--- src/rtl/adc_isr_pkg.sv ---
`timescale 1ns/1ps
package adc_isr_pkg;
    localparam int NFLAG = 8;

    // compact flag index -> bit position in the status word
    localparam int FLAG_POS [NFLAG] = '{0, 1, 2, 3, 4, 7, 11, 12};

    localparam int IX_RDY = 0;
    localparam int IX_SMP = 1;
    localparam int IX_EOC = 2;
    localparam int IX_EOS = 3;
    localparam int IX_OVR = 4;
    localparam int IX_WIN = 5;
    localparam int IX_CAL = 6;
    localparam int IX_LDO = 7;

    localparam logic [2:0] A_STAT = 3'd0;
    localparam logic [2:0] A_EN   = 3'd1;
    localparam logic [2:0] A_LOW  = 3'd2;
    localparam logic [2:0] A_HIGH = 3'd3;
    localparam logic [2:0] A_DATA = 3'd4;
endpackage

--- src/rtl/isr_flag_cell.sv ---
`timescale 1ns/1ps
// One sticky flag: set has priority over clear.
module isr_flag_cell (
    input  logic clk,
    input  logic rst_n,
    input  logic set_i,
    input  logic clr_i,
    output logic q
);
    always_ff @(posedge clk or negedge rst_n) begin
        if (!rst_n)     q <= 1'b0;
        else if (set_i) q <= 1'b1;
        else if (clr_i) q <= 1'b0;
    end
endmodule

--- src/rtl/isr_win_check.sv ---
`timescale 1ns/1ps
// Flags a result that lies outside the inclusive window [low, high].
module isr_win_check #(
    parameter int W = 12
) (
    input  logic [W-1:0] value,
    input  logic [W-1:0] low,
    input  logic [W-1:0] high,
    output logic         outside
);
    always_comb outside = (value < low) || (value > high);
endmodule

--- src/rtl/isr_irq_gen.sv ---
`timescale 1ns/1ps
// Masked OR of the flags, registered once.
module isr_irq_gen #(
    parameter int N = 8
) (
    input  logic         clk,
    input  logic         rst_n,
    input  logic [N-1:0] flags,
    input  logic [N-1:0] mask,
    output logic         irq
);
    logic any_hit;
    always_comb any_hit = |(flags & mask);

    always_ff @(posedge clk or negedge rst_n) begin
        if (!rst_n) irq <= 1'b0;
        else        irq <= any_hit;
    end
endmodule

--- src/rtl/adc_isr_top.sv ---
`timescale 1ns/1ps
module adc_isr_top
    import adc_isr_pkg::*;
#(
    parameter int DATA_W = 12,
    parameter int BUS_W  = 32
) (
    input  logic              clk,
    input  logic              rst_n,
    input  logic              ev_ready,
    input  logic              ev_smp_end,
    input  logic              ev_conv_end,
    input  logic [DATA_W-1:0] conv_data,
    input  logic              ev_seq_end,
    input  logic              ev_cal_done,
    input  logic              ev_ldo_ready,
    input  logic              bus_sel,
    input  logic              bus_wr,
    input  logic [2:0]        bus_addr,
    input  logic [BUS_W-1:0]  bus_wdata,
    output logic [BUS_W-1:0]  bus_rdata,
    output logic              irq
);
    localparam logic [DATA_W-1:0] HIGH_RST = {DATA_W{1'b1}};

    logic [NFLAG-1:0]  flag_q;
    logic [NFLAG-1:0]  en_q;
    logic [NFLAG-1:0]  set_vec;
    logic [NFLAG-1:0]  clr_vec;
    logic [NFLAG-1:0]  wbits;
    logic [DATA_W-1:0] low_q, high_q, data_q;
    logic [BUS_W-1:0]  stat_word, en_word;
    logic              wr_stat, wr_en, wr_low, wr_high, rd_data;
    logic              clr_any, eoc_drop, ovr_ev, win_ev, outside;
    logic              unused_wdata;

    // ---------------- bus decode ----------------
    always_comb begin
        wr_stat = bus_sel &&  bus_wr && (bus_addr == A_STAT);
        wr_en   = bus_sel &&  bus_wr && (bus_addr == A_EN);
        wr_low  = bus_sel &&  bus_wr && (bus_addr == A_LOW);
        wr_high = bus_sel &&  bus_wr && (bus_addr == A_HIGH);
        rd_data = bus_sel && !bus_wr && (bus_addr == A_DATA);
        clr_any = wr_stat || rd_data;
    end

    assign unused_wdata = ^bus_wdata;

    // gather write data from the flag positions, spread flags back out
    generate
        for (genvar i = 0; i < NFLAG; i++) begin : g_pos
            assign wbits[i] = bus_wdata[FLAG_POS[i]];
        end
    endgenerate

    always_comb begin
        stat_word = '0;
        en_word   = '0;
        for (int i = 0; i < NFLAG; i++) begin
            stat_word[FLAG_POS[i]] = flag_q[i];
            en_word[FLAG_POS[i]]   = en_q[i];
        end
    end

    // ---------------- derived events ----------------
    isr_win_check #(.W(DATA_W)) u_win (
        .value   (conv_data),
        .low     (low_q),
        .high    (high_q),
        .outside (outside)
    );

    always_comb begin
        clr_vec = wr_stat ? wbits : '0;
        clr_vec[IX_EOC] = clr_vec[IX_EOC] || rd_data;
        eoc_drop = clr_vec[IX_EOC];
        // overrun only if the pending result is not being consumed now
        ovr_ev = ev_conv_end && flag_q[IX_EOC] && !eoc_drop;
        win_ev = ev_conv_end && outside;

        set_vec          = '0;
        set_vec[IX_RDY]  = ev_ready;
        set_vec[IX_SMP]  = ev_smp_end;
        set_vec[IX_EOC]  = ev_conv_end;
        set_vec[IX_EOS]  = ev_seq_end;
        set_vec[IX_OVR]  = ovr_ev;
        set_vec[IX_WIN]  = win_ev;
        set_vec[IX_CAL]  = ev_cal_done;
        set_vec[IX_LDO]  = ev_ldo_ready;
    end

    // ---------------- flags ----------------
    generate
        for (genvar i = 0; i < NFLAG; i++) begin : g_flag
            isr_flag_cell u_cell (
                .clk   (clk),
                .rst_n (rst_n),
                .set_i (set_vec[i]),
                .clr_i (clr_vec[i]),
                .q     (flag_q[i])
            );
        end
    endgenerate

    // ---------------- configuration and data ----------------
    always_ff @(posedge clk or negedge rst_n) begin
        if (!rst_n) begin
            en_q   <= '0;
            low_q  <= '0;
            high_q <= HIGH_RST;
            data_q <= '0;
        end else begin
            if (wr_en)       en_q   <= wbits;
            if (wr_low)      low_q  <= bus_wdata[DATA_W-1:0];
            if (wr_high)     high_q <= bus_wdata[DATA_W-1:0];
            if (ev_conv_end) data_q <= conv_data;
        end
    end

    // ---------------- read mux ----------------
    always_comb begin
        case (bus_addr)
            A_STAT:  bus_rdata = stat_word;
            A_EN:    bus_rdata = en_word;
            A_LOW:   bus_rdata = BUS_W'(low_q);
            A_HIGH:  bus_rdata = BUS_W'(high_q);
            A_DATA:  bus_rdata = BUS_W'(data_q);
            default: bus_rdata = '0;
        endcase
    end

    // ---------------- interrupt ----------------
    isr_irq_gen #(.N(NFLAG)) u_irq (
        .clk   (clk),
        .rst_n (rst_n),
        .flags (flag_q),
        .mask  (en_q),
        .irq   (irq)
    );
endmodule

--- config.mk ---
export PLATFORM = sky130hd
export DESIGN_NAME = adc_isr_top
export DESIGN_NICKNAME = d
export VERILOG_FILES = /design/src/rtl/adc_isr_pkg.sv /design/src/rtl/isr_flag_cell.sv /design/src/rtl/isr_win_check.sv /design/src/rtl/isr_irq_gen.sv /design/src/rtl/adc_isr_top.sv
export SDC_FILE = /design/constraint.sdc
export NUM_CORES = 1
export LEC_CHECK = 0
export CAP_MARGIN = 20
export CORE_UTILIZATION = 40
export CTS_CLUSTER_SIZE = 40
export DETAILED_ROUTE_END_ITERATION = 16
export GPL_TIMING_DRIVEN = 0
export PLACE_DENSITY_LB_ADDON = 0.3
export SETUP_SLACK_MARGIN = 0.15
export SYNTH_ARGS = -nofsm -noshare
export SYNTH_HDL_FRONTEND = slang
export SYNTH_SLANG_ARGS = --single-unit
--- constraint.sdc ---
create_clock -name clk -period 1.9 [get_ports clk]
set_input_delay 0.38 -clock clk [delete_from_list [all_inputs] [get_ports clk]]
set_output_delay 0.38 -clock clk [all_outputs]
set_load 0.02 [all_outputs]
-- Word-level counts from Yosys, hierarchy flattened
Index checks and enable logic that the tools add are counted.
- flip-flop bits (word level): 53
- input port bits: 57
- output and inout port bits: 33
- logic and storage cells: 62
- reduce and logical (&&, ||, !) cells: 24
- mux-type cells: 18
- order comparisons: 2
- equality and inequality tests: 4
- bitwise operators: 1
- operator list (cell ; count):
    13-bit one-hot mux with 5 select lines ; 1
    1-bit 2-to-1 mux ; 16
    2-bit nonzero test ; 8
    12-bit > comparator ; 1
    12-bit less-than comparator ; 1
    1-bit logical AND ; 10
    8-bit AND ; 1
    8-bit 2-to-1 mux ; 1
    8-bit OR reduction ; 1
    3-bit by 2-bit == test with 1-bit output, second input constant ; 2
    3-bit by 1-bit == test with 1-bit output, second input constant ; 1
    3-bit == test, second input constant ; 1
    3-bit logical NOT ; 1
    1-bit logical NOT ; 2
    1-bit logical OR ; 2

-- Logic depth before layout (Yosys ltp)
Gate-level depths: netlist (run 1).
- word-level depth: 7
- gate-level depth with buffers: 7
- gate-level depth less buffers: 7

-- Cells and area by module
From an unflattened synthesis (run 1), not the netlist that was laid out.
- cell total of the unflattened synthesis: 301
- area, all modules: 3387.0 um^2
- by module, submodules not included (module ; cells each ; sequential area each (um^2) ; area an instance (um^2) ; instances):
    adc_isr_top ; 188 ; 1116.1 ; 2444.8 ; 1
    isr_win_check ; 83 ; 0.0 ; 590.6 ; 1
    isr_flag_cell ; 3 ; 25.0 ; 36.3 ; 8
    isr_irq_gen ; 6 ; 25.0 ; 61.3 ; 1

-- Least setup slack after synthesis (run 1)
No wires, ideal clock.
- path type: flip-flop to flip-flop
- start: register high_q[5]
- end: register g_flag[5].u_cell.q
- setup time: 142 ps
- data arrival time: 1674 ps
- path buffers: 0
- cell stages (with the launch flop): 8
- period minus slack after synthesis: 1815 ps
- data required time: 1758 ps
- slack: 85 ps
- cell sequence: dfstp_2 > inv_1 > ha_1 > a211oi_1 > nor2_1 > or3_1 > o2111ai_1 > o311ai_1
- cells in the longest elaborated chain, start to end: 4
- elaborated cells between the ends (all ways): 5
- those cells by class: order compare (1); mux (1); reduce/logical (3)
- ends and longest elaborated chain (element ; RTL line ; RTL):
    from (decl) ; adc_isr_top.sv:31 ; logic [DATA_W-1:0] low_q, high_q, data_q;
    from (signal assigned) ; adc_isr_top.sv:115 ; if (wr_high) high_q <= bus_wdata[DATA_W-1:0];
    12-bit > comparator (*) ; isr_win_check.sv:11 ; always_comb outside = (value < low) || (value > high);
    1-bit logical OR (*) ; isr_win_check.sv:11 ;
    1-bit logical AND (*) ; adc_isr_top.sv:79 ; win_ev = ev_conv_end && outside;
    1-bit 2-to-1 mux or 2-bit nonzero test (tied branches) ; - ;
    to (signal assigned) ; isr_flag_cell.sv:11 ; if (!rst_n) q <= 1'b0;
    to (signal assigned) ; isr_flag_cell.sv:12 ; else if (set_i) q <= 1'b1;
    to (signal assigned) ; isr_flag_cell.sv:13 ; else if (clr_i) q <= 1'b0;
    to (decl) ; isr_flag_cell.sv:8 ; output logic q
Every way passes the cells marked *; elsewhere a longest branch is shown, timed or not.
A chain may end at the register's enable or synchronous reset.

-- Final worst setup path (run 1)
- start: input port conv_data[10]
- end: register g_flag[5].u_cell.q
- cells in the longest elaborated chain, start to end: 4
- elaborated cells between the ends (all ways): 6
- those cells by class: order compare (2); mux (1); reduce/logical (3)
- ends and longest elaborated chain (element ; RTL line ; RTL):
    from (decl) ; adc_isr_top.sv:13 ; input logic [DATA_W-1:0] conv_data,
    12-bit less-than comparator or 12-bit > comparator (tied branches) ; isr_win_check.sv:11 ;
    1-bit logical OR (*) ; isr_win_check.sv:11 ;
    1-bit logical AND (*) ; adc_isr_top.sv:79 ;
    1-bit 2-to-1 mux or 2-bit nonzero test (tied branches) ; - ;
Marks and branches as above.

==> results of run 1 <==
[cell type report]
class | count | area (um^2)
plain buffers | 31 | 250
well taps | 102 | 128
flip-flops and latches | 53 | 1340
fillers | 682 | 3410
inverters | 23 | 86.3
multi-input cells | 227 | 1790
repair buffers | 67 | 627
clock buffers | 5 | 68.8
clock inverters | 3 | 21.3
[power groups by stage]
stage	clock network (mW)	logic (mW)	registers (mW)
after global routing	0.716	1.29	1.51
after global placement	0	1.00	1.50
after floorplan	0	0.686	1.47
after detailed placement	0	1.03	1.51
after CTS	0.660	1.10	1.48
final	0.650	1.17	1.49
[flip-flops by register name, summed over array words and instances (netlist names)]
| signal | flops |
|---|---|
| low_q | 12 |
| u_irq.irq | 1 |
| g_flag.u_cell.q | 8 |
| en_q | 8 |
| high_q | 12 |
| data_q | 12 |
[cell usage after synthesis (2+ instances only)]
cell,number
mux2_2,14
o22ai_1,7
mux2i_1,20
dfstp_2,12
a22oi_1,4
a211oi_1,2
buf_2,4
a21oi_1,15
o21ai_0,33
nor2b_1,2
nor2_1,11
a21o_1,5
ha_1,23
clkbuf_1,3
nand4_1,3
or3_1,2
inv_1,23
nand2_1,40
buf_4,20
dfrtp_1,41
buf_6,3
mux2_4,8
[layer usage]
metal / track usage, % / up-vias
li1: - / 1254
met2: 33.5 / 77
met3: 4.36 / 8
met5: 0 / -
met4: 3.57 / 0
met1: 27.9 / 1281
[through the flow]
stage               utilization [%]  power (mW)  std cells  area, um^2
finish                         55.8        3.30        511        4310
global route                   55.8        3.51        511        4310
floorplan                         -        2.15        334        3300
detailed placement             50.9        2.53        486        3940
CTS                            53.9        3.25        505        4160
global placement               50.7        2.50        485        3920
[final timing paths]
| path | cells after the start | end | start | slack (ps) |
|---|---|---|---|---|
| min in group clk | 4 | low_q[1] | bus_addr[0] | 490 |
| max in group asynchronous | 2 | high_q[5] | rst_n | 1250 |
| worst max register to register | 6 | g_flag[5].u_cell.q | high_q[2] | 50 |
| worst min-delay path | 1 | low_q[9] | rst_n | 20 |
| worst max-delay path | 7 | g_flag[5].u_cell.q | conv_data[10] | 40 |
| worst min register to register | 2 | high_q[8] | high_q[8] | 520 |
[worst register-to-register path, cell delays in order (launching register included)]
cell and delay, ps:
dfstp_2 540, inv_1 70, ha_4 270, nand4_1 110, or4_4 500, o2111ai_2 100
o311ai_2 120
[what timing repair did]
item,CTS,global route
gates resized for setup,105,30
pin swaps,12,19
setup endpoints to repair,43,29
setup buffers,11,6
[kinds of logic after synthesis]
family / after synthesis / synth area share, %
buffers and inverters: 54 / 9.53
AOI/OAI and AO/OA: 74 / 13.5
adders and majority gates: 23 / 8.98
muxes: 42 / 14.9
DFF: 53 / 41.9
and+or+nand+nor: 69 / 11.1
other: 1 / 0.117
==> impl_metrics.env, run 1 <==
export IMPL_outcome="finished, final reports clean"
export IMPL_period_share_pct=98.1
export IMPL_core_um2=7730
export IMPL_start_util_pct=41.5
export IMPL_synth_top_area_share_pct=32.0
export IMPL_p_seq_share_pct=45.0
export IMPL_slowest_stage="clkdlybuf4s50_1"
export IMPL_pre_cts_slack_ps=-1110
export IMPL_grt_start_max_net_pins=34
export IMPL_via_count=2620
export IMPL_drc_errors=0
export IMPL_dpl_hpwl_um=5980
export IMPL_wl_um=8280
export IMPL_cp_max_fo=3
export IMPL_ios=90
export IMPL_postSynthAreaPerCell_um2=10.1
export IMPL_synth_cell_type_count=43
export IMPL_grt_setup_unrepaired="yes"
export IMPL_fin_skew_ps=10.8
export IMPL_setup_viol=0
export IMPL_crit_type="input port to flop"
export IMPL_leakagePower_nw=1.95
export IMPL_intPower_mw=2.20
export IMPL_required_ps=2080
export IMPL_top_layer="met4"
export IMPL_cts_max_level=2
export IMPL_drv_slew=0
export IMPL_endpoint_kind="flop"
export IMPL_cp_cell_sequence="clkdlybuf4s50_1 > ha_4 > nand2_2 > o21ai_2 > or3_1 > o2111ai_2 > o311ai_2"
export IMPL_grt_pass1_wl_um=13100
export IMPL_cts_root_buf="clkbuf_8"
export IMPL_area_growth_pct=34.6
export IMPL_overflow=0
export IMPL_critPathBufInv=1
export IMPL_seq_area_frac_synth_pct=41.9
export IMPL_switching_share_pct=33.4
export IMPL_ys_top_cells_by_area="dfrtp_1 (32%), dfstp_2 (9.8%), ha_1 (9.0%)"
export IMPL_nets=488
export IMPL_cts_hold_buf=0
export IMPL_max_freq_mhz=537
export IMPL_start_kind="input port"
export IMPL_cts_tree="done"
export IMPL_max_stage_delay_ps=570
export IMPL_wl_met3_um=456
export IMPL_yosys_area_top_type="dfrtp_1"
export IMPL_drt_initial_drc_count=119
export IMPL_antenna_cells=0
export IMPL_pwr_share_clk_pct=19.7
export IMPL_fin_ws_ps=36.6
export IMPL_grt_use_total_pct=20.4
export IMPL_cts_sinks=53
export IMPL_drive_gt1_share_pct=34.7
export IMPL_wl_met1_um=3720
export IMPL_netSwitchingPower_mw=1.10
export IMPL_pwr_share_comb_pct=35.3
export IMPL_antenna_found_initial=0
export IMPL_grt_pass1_vias=2539
export IMPL_hold_path_class="input port to asynchronous set/reset pin"
export IMPL_synth_edf_count=0
export IMPL_post_route_min_period_ps=1860
export IMPL_cts_made_buffers=5
export IMPL_portBuffers=49
export IMPL_wl_per_cell_um=16.2
export IMPL_async_reset_ff_share_pct=100
export IMPL_dieArea_um2=8370
export IMPL_cts_path_max_buffers=2
export IMPL_ant_nets=0
export IMPL_cp_arrival_ps=2040
export IMPL_synthFlopType="dfrtp_1"
export IMPL_place_congestion=0.863
export IMPL_holdWs_ps=20.7
export IMPL_insertion_delay_ps=310
export IMPL_finalHoldViolCount=0
export IMPL_tightest_slew_ps=663
export IMPL_clkTransAtPathRegs_ps=100
export IMPL_fp_row_count=32
export IMPL_die_h_um=91.5
export IMPL_powerDensity_nw_per_um2=765
export IMPL_cpLargestDelayFamily="buffers and inverters"
export IMPL_die_w_um=91.5
export IMPL_dr_wl_met2_um=4040
export IMPL_viasPerCell=5.13
export IMPL_final_cell_mix="buf_4 (43), dfrtp_1 (41), nand2_1 (36)"
export IMPL_relSlewSlack_pct=55.8
export IMPL_syn_area_um2=3200
export IMPL_syn_inst=316
export IMPL_drtPass1Iterations=4
export IMPL_vdd_drop_max_v=0.000428
export IMPL_setup_tns_ps=0
export IMPL_final_common_cell="buf_4"
export IMPL_drv_cap=0
export IMPL_yosysWarnings=0
export IMPL_synth_seq_cells=53
Power figures use the tool's default switching activity.
==> run 2, diff against run 1 <==
--- a/config.mk
+++ b/config.mk
@@ -14,4 +14,5 @@
 export SETUP_SLACK_MARGIN = 0.15
 export SYNTH_ARGS = -nofsm -noshare
 export SYNTH_HDL_FRONTEND = slang
+export SYNTH_HIERARCHICAL = 1
 export SYNTH_SLANG_ARGS = --single-unit
==> impl_metrics.env, run 2 <==
export IMPL_outcome="finished, final reports clean"
export IMPL_drv_cap=0
export IMPL_clkTransAtPathRegs_ps=100
export IMPL_synth_xor_area_share_pct=0
export IMPL_wl_per_cell_um=16.8
export IMPL_viasPerCell=5.06
export IMPL_die_w_um=94.0
export IMPL_final_cells=484
export IMPL_synth_edf_count=0
export IMPL_max_freq_mhz=546
export IMPL_portBuffers=49
export IMPL_yosys_area_share_simple_pct=9.75
export IMPL_cp_arrival_ps=1450
export IMPL_yosysWarnings=6
export IMPL_slowest_stage="dfstp_2"
export IMPL_cpLargestDelayFamily="flip-flops"
export IMPL_yosys_area_top_type="dfrtp_1"
export IMPL_endpoint_kind="output pin"
export IMPL_synth_commonest_cells="dfrtp_1 (41), mux2_2 (34), inv_1 (31)"
export IMPL_antenna_found_initial=0
export IMPL_synth_fa_ha_area_share_pct=8.50
export IMPL_yosysMostFrequentCell="dfrtp_1"
export IMPL_drv_slew=0
export IMPL_cts_max_level=2
export IMPL_drive_gt1_share_pct=37.2
export IMPL_dpl_hpwl_um=6020
export IMPL_cts_made_buffers=5
export IMPL_core_um2=8220
export IMPL_async_reset_ff_share_pct=100
export IMPL_synth_top_family_by_area="multiplexers"
export IMPL_cp_max_fo=2
export IMPL_synthFlopType="dfrtp_1"
export IMPL_hold_path_class="input port to asynchronous set/reset pin"
export IMPL_synthMuxAreaShare_pct=20.2
export IMPL_powerDensity_nw_per_um2=805
export IMPL_die_h_um=94.0
export IMPL_drt_initial_drc_count=154
export IMPL_via_count=2450
export IMPL_postSynthAreaPerCell_um2=11.3
export IMPL_synth_top_area_share_pct=30.3
export IMPL_period_share_pct=96.4
export IMPL_wl_um=8120
export IMPL_grt_use_total_pct=19.8
export IMPL_ant_nets=0
export IMPL_final_cell_mix="dfrtp_1 (41), mux2_2 (34), inv_1 (30)"
export IMPL_total_power_mw=3.52
export IMPL_grt_pass1_wl_um=13000
export IMPL_nets=458
export IMPL_top_regs="data_q (12), high_q (12), low_q (12)"
export IMPL_grt_start_max_net_pins=35
export IMPL_dieArea_um2=8840
export IMPL_finalHoldViolCount=0
export IMPL_fp_row_count=33
export IMPL_start_util_pct=41.2
export IMPL_required_ps=1520
export IMPL_synth_seq_cells=53
export IMPL_tightest_slew_ps=548
export IMPL_cts_root_buf="clkbuf_8"
export IMPL_cts_path_max_buffers=2
export IMPL_syn_area_um2=3390
export IMPL_insertion_delay_ps=320
export IMPL_place_congestion=0.811
export IMPL_grt_pass1_vias=2437
export IMPL_vdd_drop_max_v=0.000346
export IMPL_overflow=0
export IMPL_relSlewSlack_pct=63.4
export IMPL_cts_sinks=53
export IMPL_crit_type="flop to output pin"
export IMPL_holdWs_ps=13.5
export IMPL_fin_skew_ps=4.36
export IMPL_antenna_cells=0
export IMPL_area_growth_pct=29.2
export IMPL_critPathBufInv=2
export IMPL_drtPass1Iterations=4
export IMPL_seq_area_frac_synth_pct=39.6
export IMPL_max_stage_delay_ps=550
export IMPL_critPathMostFrequentCell="buf_4"
export IMPL_setup_viol=0
export IMPL_synth_compound_area_share_pct=12.0
export IMPL_ios=90
export IMPL_final_common_cell="dfrtp_1"
export IMPL_post_route_min_period_ps=1830
export IMPL_drc_errors=0
export IMPL_grt_setup_unrepaired="yes"
export IMPL_syn_inst=301
export IMPL_cts_tree="done"
export IMPL_start_kind="flop"
export IMPL_dpl_cell_count=474
export IMPL_ys_top_cells_by_area="dfrtp_1 (30%), mux2_2 (11%), dfstp_2 (9.3%)"
export IMPL_cp_cell_sequence="buf_4 > mux2i_1 > a2bb2oi_1 > o21ai_1 > buf_4"
export IMPL_synth_cell_type_count=42
export IMPL_leakagePower_nw=1.99
[run 2: stage by stage]
step / cell area [um^2] / setup slack [ps] / TNS [ps] / util [%]
after CTS: 4300 / 35.7 / 0 / 52.4
after global placement: 4080 / -1170 / -77380 / 49.7
after global routing: 4380 / 13.9 / 0 / 53.3
after detailed placement: 4100 / -1030 / -23630 / 49.9
final: 4380 / 68.4 / 0 / 53.3
after floorplan: 3460 / 167 / 0 / -
[run 2: path summary, 6_finish.rpt]
check / slack (ps) / cells after the start / to / from
worst max-delay path: 70 / 5 / bus_rdata[1] / high_q[1]
worst min-delay path: 10 / 1 / low_q[9] / rst_n
worst max register to register: 100 / 8 / g_flag[5].u_cell/q / high_q[5]
worst min register to register: 510 / 1 / data_q[10] / data_q[10]
max in group asynchronous: 1270 / 2 / high_q[11] / rst_n
min in group clk: 390 / 2 / data_q[4] / conv_data[4]
[run 2: logic make-up (layout without fill, tap and decap cells)]
group,Yosys count,count (layout)
compound gates,57,57
flops,53,53
simple gates,48,48
mux,59,59
other cells,1,19
fa+ha+maj,23,23
buf+inv,60,120
[run 2: power by group]
group	total, mW	switching [mW]	internal [mW]
Combinational	1.18	0.554	0.628
Clock	0.821	0.392	0.429
Sequential	1.52	0.156	1.36
Total	3.52	1.10	2.42
[run 2: final cells by class]
cell class,count,area (um^2)
well taps,105,131
fillers,734,3840
clock inverters,2,37.5
flip-flops and latches,53,1340
repair buffers,52,475
clock buffers,6,82.6
plain buffers,29,269
inverters,31,116
multi-input cells,206,1920
[run 2: layer usage]
metal / vias to the layer above / part of all wire [%] / global-route usage (%)
met5: - / 0 / 0
met4: 0 / 2.0 / 7.95
met3: 10 / 4.7 / 2.83
met2: 74 / 48 / 31.3
met1: 1189 / 45 / 27.1
li1: 1177 / - / -
[run 2: worst reg2reg max path: stages (launching register included)]
cell and delay [ps]:
dfstp_2 560, inv_1 40, ha_1 280, a21oi_1 150, o21ai_1 90, nor3_2 180
o31ai_2 70, and2_1 170, a21o_1 160
[run 2: what timing repair did]
action / CTS / global route
hold buffers: 0 / 0
gates resized for setup: 92 / 23
pin swaps: 3 / 6
setup endpoints to repair: 46 / 12
endpoints found under the hold margin: 0 / 0
setup buffers: 2 / 0
==> run 3, diff against run 2 <==
--- a/config.mk
+++ b/config.mk
@@ -6,6 +6,7 @@
 export NUM_CORES = 1
 export LEC_CHECK = 0
 export CAP_MARGIN = 20
+export CORE_ASPECT_RATIO = 0.7
 export CORE_UTILIZATION = 40
 export CTS_CLUSTER_SIZE = 40
 export DETAILED_ROUTE_END_ITERATION = 16
==> impl_metrics.env, run 3 (synthesized netlist as in run 2, its figures left out) <==
export IMPL_finalHoldViolCount=0
export IMPL_drv_slew=0
export IMPL_switching_share_pct=30.0
export IMPL_period_share_pct=96.6
export IMPL_clkTransAtPathRegs_ps=70
export IMPL_antenna_cells=0
export IMPL_fin_skew_ps=5.07
export IMPL_cts_tree="done"
export IMPL_fp_row_count=27
export IMPL_drive_gt1_share_pct=39.1
export IMPL_setup_tns_ps=0
export IMPL_pwr_share_clk_pct=27.7
export IMPL_area_growth_pct=33.5
export IMPL_grt_use_total_pct=19.8
export IMPL_viasPerCell=5.19
export IMPL_start_kind="input port"
export IMPL_via_count=2517
export IMPL_cts_sinks=53
export IMPL_dpl_hpwl_um=6070
export IMPL_critPathBufInv=2
export IMPL_slowest_stage="clkdlybuf4s50_1"
export IMPL_grt_start_max_net_pins=35
export IMPL_ant_nets=0
export IMPL_max_freq_mhz=545
export IMPL_required_ps=2080
export IMPL_leakagePower_nw=2.05
export IMPL_outcome="finished with violations"
export IMPL_grt_pass1_wl_um=13400
export IMPL_grt_pass1_vias=2495
export IMPL_nets=463
export IMPL_endpoint_kind="flop"
export IMPL_insertion_delay_ps=290
export IMPL_cp_max_fo=3
export IMPL_portBuffers=49
export IMPL_core_um2=8040
export IMPL_die_w_um=112
export IMPL_cpLargestDelayFamily="buffers and inverters"
export IMPL_powerDensity_nw_per_um2=849
export IMPL_start_util_pct=42.1
export IMPL_vdd_drop_max_v=0.000439
export IMPL_final_cells=485
export IMPL_dpl_cell_count=470
export IMPL_final_cell_mix="dfrtp_1 (41), mux2_2 (34), buf_4 (31), inv_1 (31), clkdlybuf4s50_1 (24)"
export IMPL_post_route_min_period_ps=1830
export IMPL_pwr_share_comb_pct=32.7
export IMPL_place_congestion=0.828
export IMPL_hold_path_class="input port to asynchronous set/reset pin"
export IMPL_cts_path_max_buffers=2
export IMPL_p_seq_share_pct=39.7
export IMPL_drt_initial_drc_count=100
export IMPL_cts_hold_buf=0
export IMPL_final_common_cell="dfrtp_1"
export IMPL_top_regs="data_q (12), high_q (12), low_q (12)"
export IMPL_die_h_um=79.0
export IMPL_cts_root_buf="clkbuf_16"
export IMPL_ios=90
export IMPL_netSwitchingPower_mw=1.15
export IMPL_setup_viol=0
export IMPL_cp_cell_sequence="clkdlybuf4s50_1 > inv_1 > ha_1 > nand4_1 > nor3_2 > o31ai_2 > and2_1 > a21o_1"
export IMPL_antenna_found_initial=0
export IMPL_wl_per_cell_um=17.7
export IMPL_cts_made_buffers=5
export IMPL_drtPass1Iterations=11
export IMPL_cts_max_level=2
export IMPL_dieArea_um2=8850
export IMPL_drc_errors=7
export IMPL_drv_cap=0
export IMPL_max_stage_delay_ps=540
export IMPL_crit_type="input port to flop"
export IMPL_wl_um=8590
export IMPL_intPower_mw=2.69
export IMPL_holdWs_ps=49.2
export IMPL_overflow=0
export IMPL_violations="DRC"
export IMPL_grt_setup_unrepaired="yes"
export IMPL_cp_arrival_ps=2010
-- run 3: final cells by class --
class	instances	area, um^2
Buffer	29	282
Timing Repair Buffer	57	518
Clock buffer	7	143
Tap cell	101	126
Fill cell	683	3520
Multi-Input combinational cell	206	1960
Clock inverter	1	30.0
Inverter	31	116
Sequential cell	53	1340
-- run 3: stage by stage --
step / setup WS (ps) / cell area (um^2) / util [%] / power, mW
floorplan: 167 / 3460 / - / 2.24
global placement: -1170 / 4080 / 50.7 / 2.59
detailed placement: -1070 / 4090 / 50.9 / 2.63
CTS: 67.9 / 4380 / 54.5 / 3.74
global route: 24.9 / 4520 / 56.2 / 4.05
finish: 65.3 / 4520 / 56.2 / 3.84
-- run 3: power groups by stage --
stage | logic (mW) | registers [mW] | clock network (mW)
floorplan | 0.762 | 1.48 | 0
global placement | 1.06 | 1.53 | 0
detailed placement | 1.09 | 1.54 | 0
CTS | 1.13 | 1.52 | 1.09
global route | 1.37 | 1.55 | 1.13
finish | 1.25 | 1.52 | 1.06
-- run 3: worst paths after layout --
path,start,endpoint,slack [ps],cells after the start
worst max-delay path,conv_data[0],g_flag[5].u_cell/q,70,8
max in group asynchronous,rst_n,high_q[0],1220,2
worst min-delay path,rst_n,data_q[5],50,1
min in group clk,conv_data[11],data_q[11],490,2
worst min register to register,data_q[6],data_q[6],510,1
worst max register to register,high_q[2],g_flag[5].u_cell/q,110,7
-- run 3: worst register-to-register path: stages (launching register included) --
cell and delay (ps):
dfstp_2 550, inv_1 50, ha_1 330, nand4_1 170
nor3_2 200, o31ai_2 90, and2_1 160, a21o_1 150
-- run 3: per-layer routing --
metal  vias to the layer above  global-route usage (%)  routed length (um)
li1                       1193                       -                   -
met1                      1237                    29.3                4260
met2                        75                    30.1                3730
met3                        12                    3.89                 505
met4                         0                    3.60                  97
met5                         -                       0                   0
-- run 3: repair_timing --
item / CTS / global route
gates resized for setup: 91 / 35
endpoints found under the setup margin: 46 / 14
endpoints found under the hold margin: 0 / 0
buffers inserted: 4 / 2
pin swaps: 8 / 11
cloned: 0 / 1
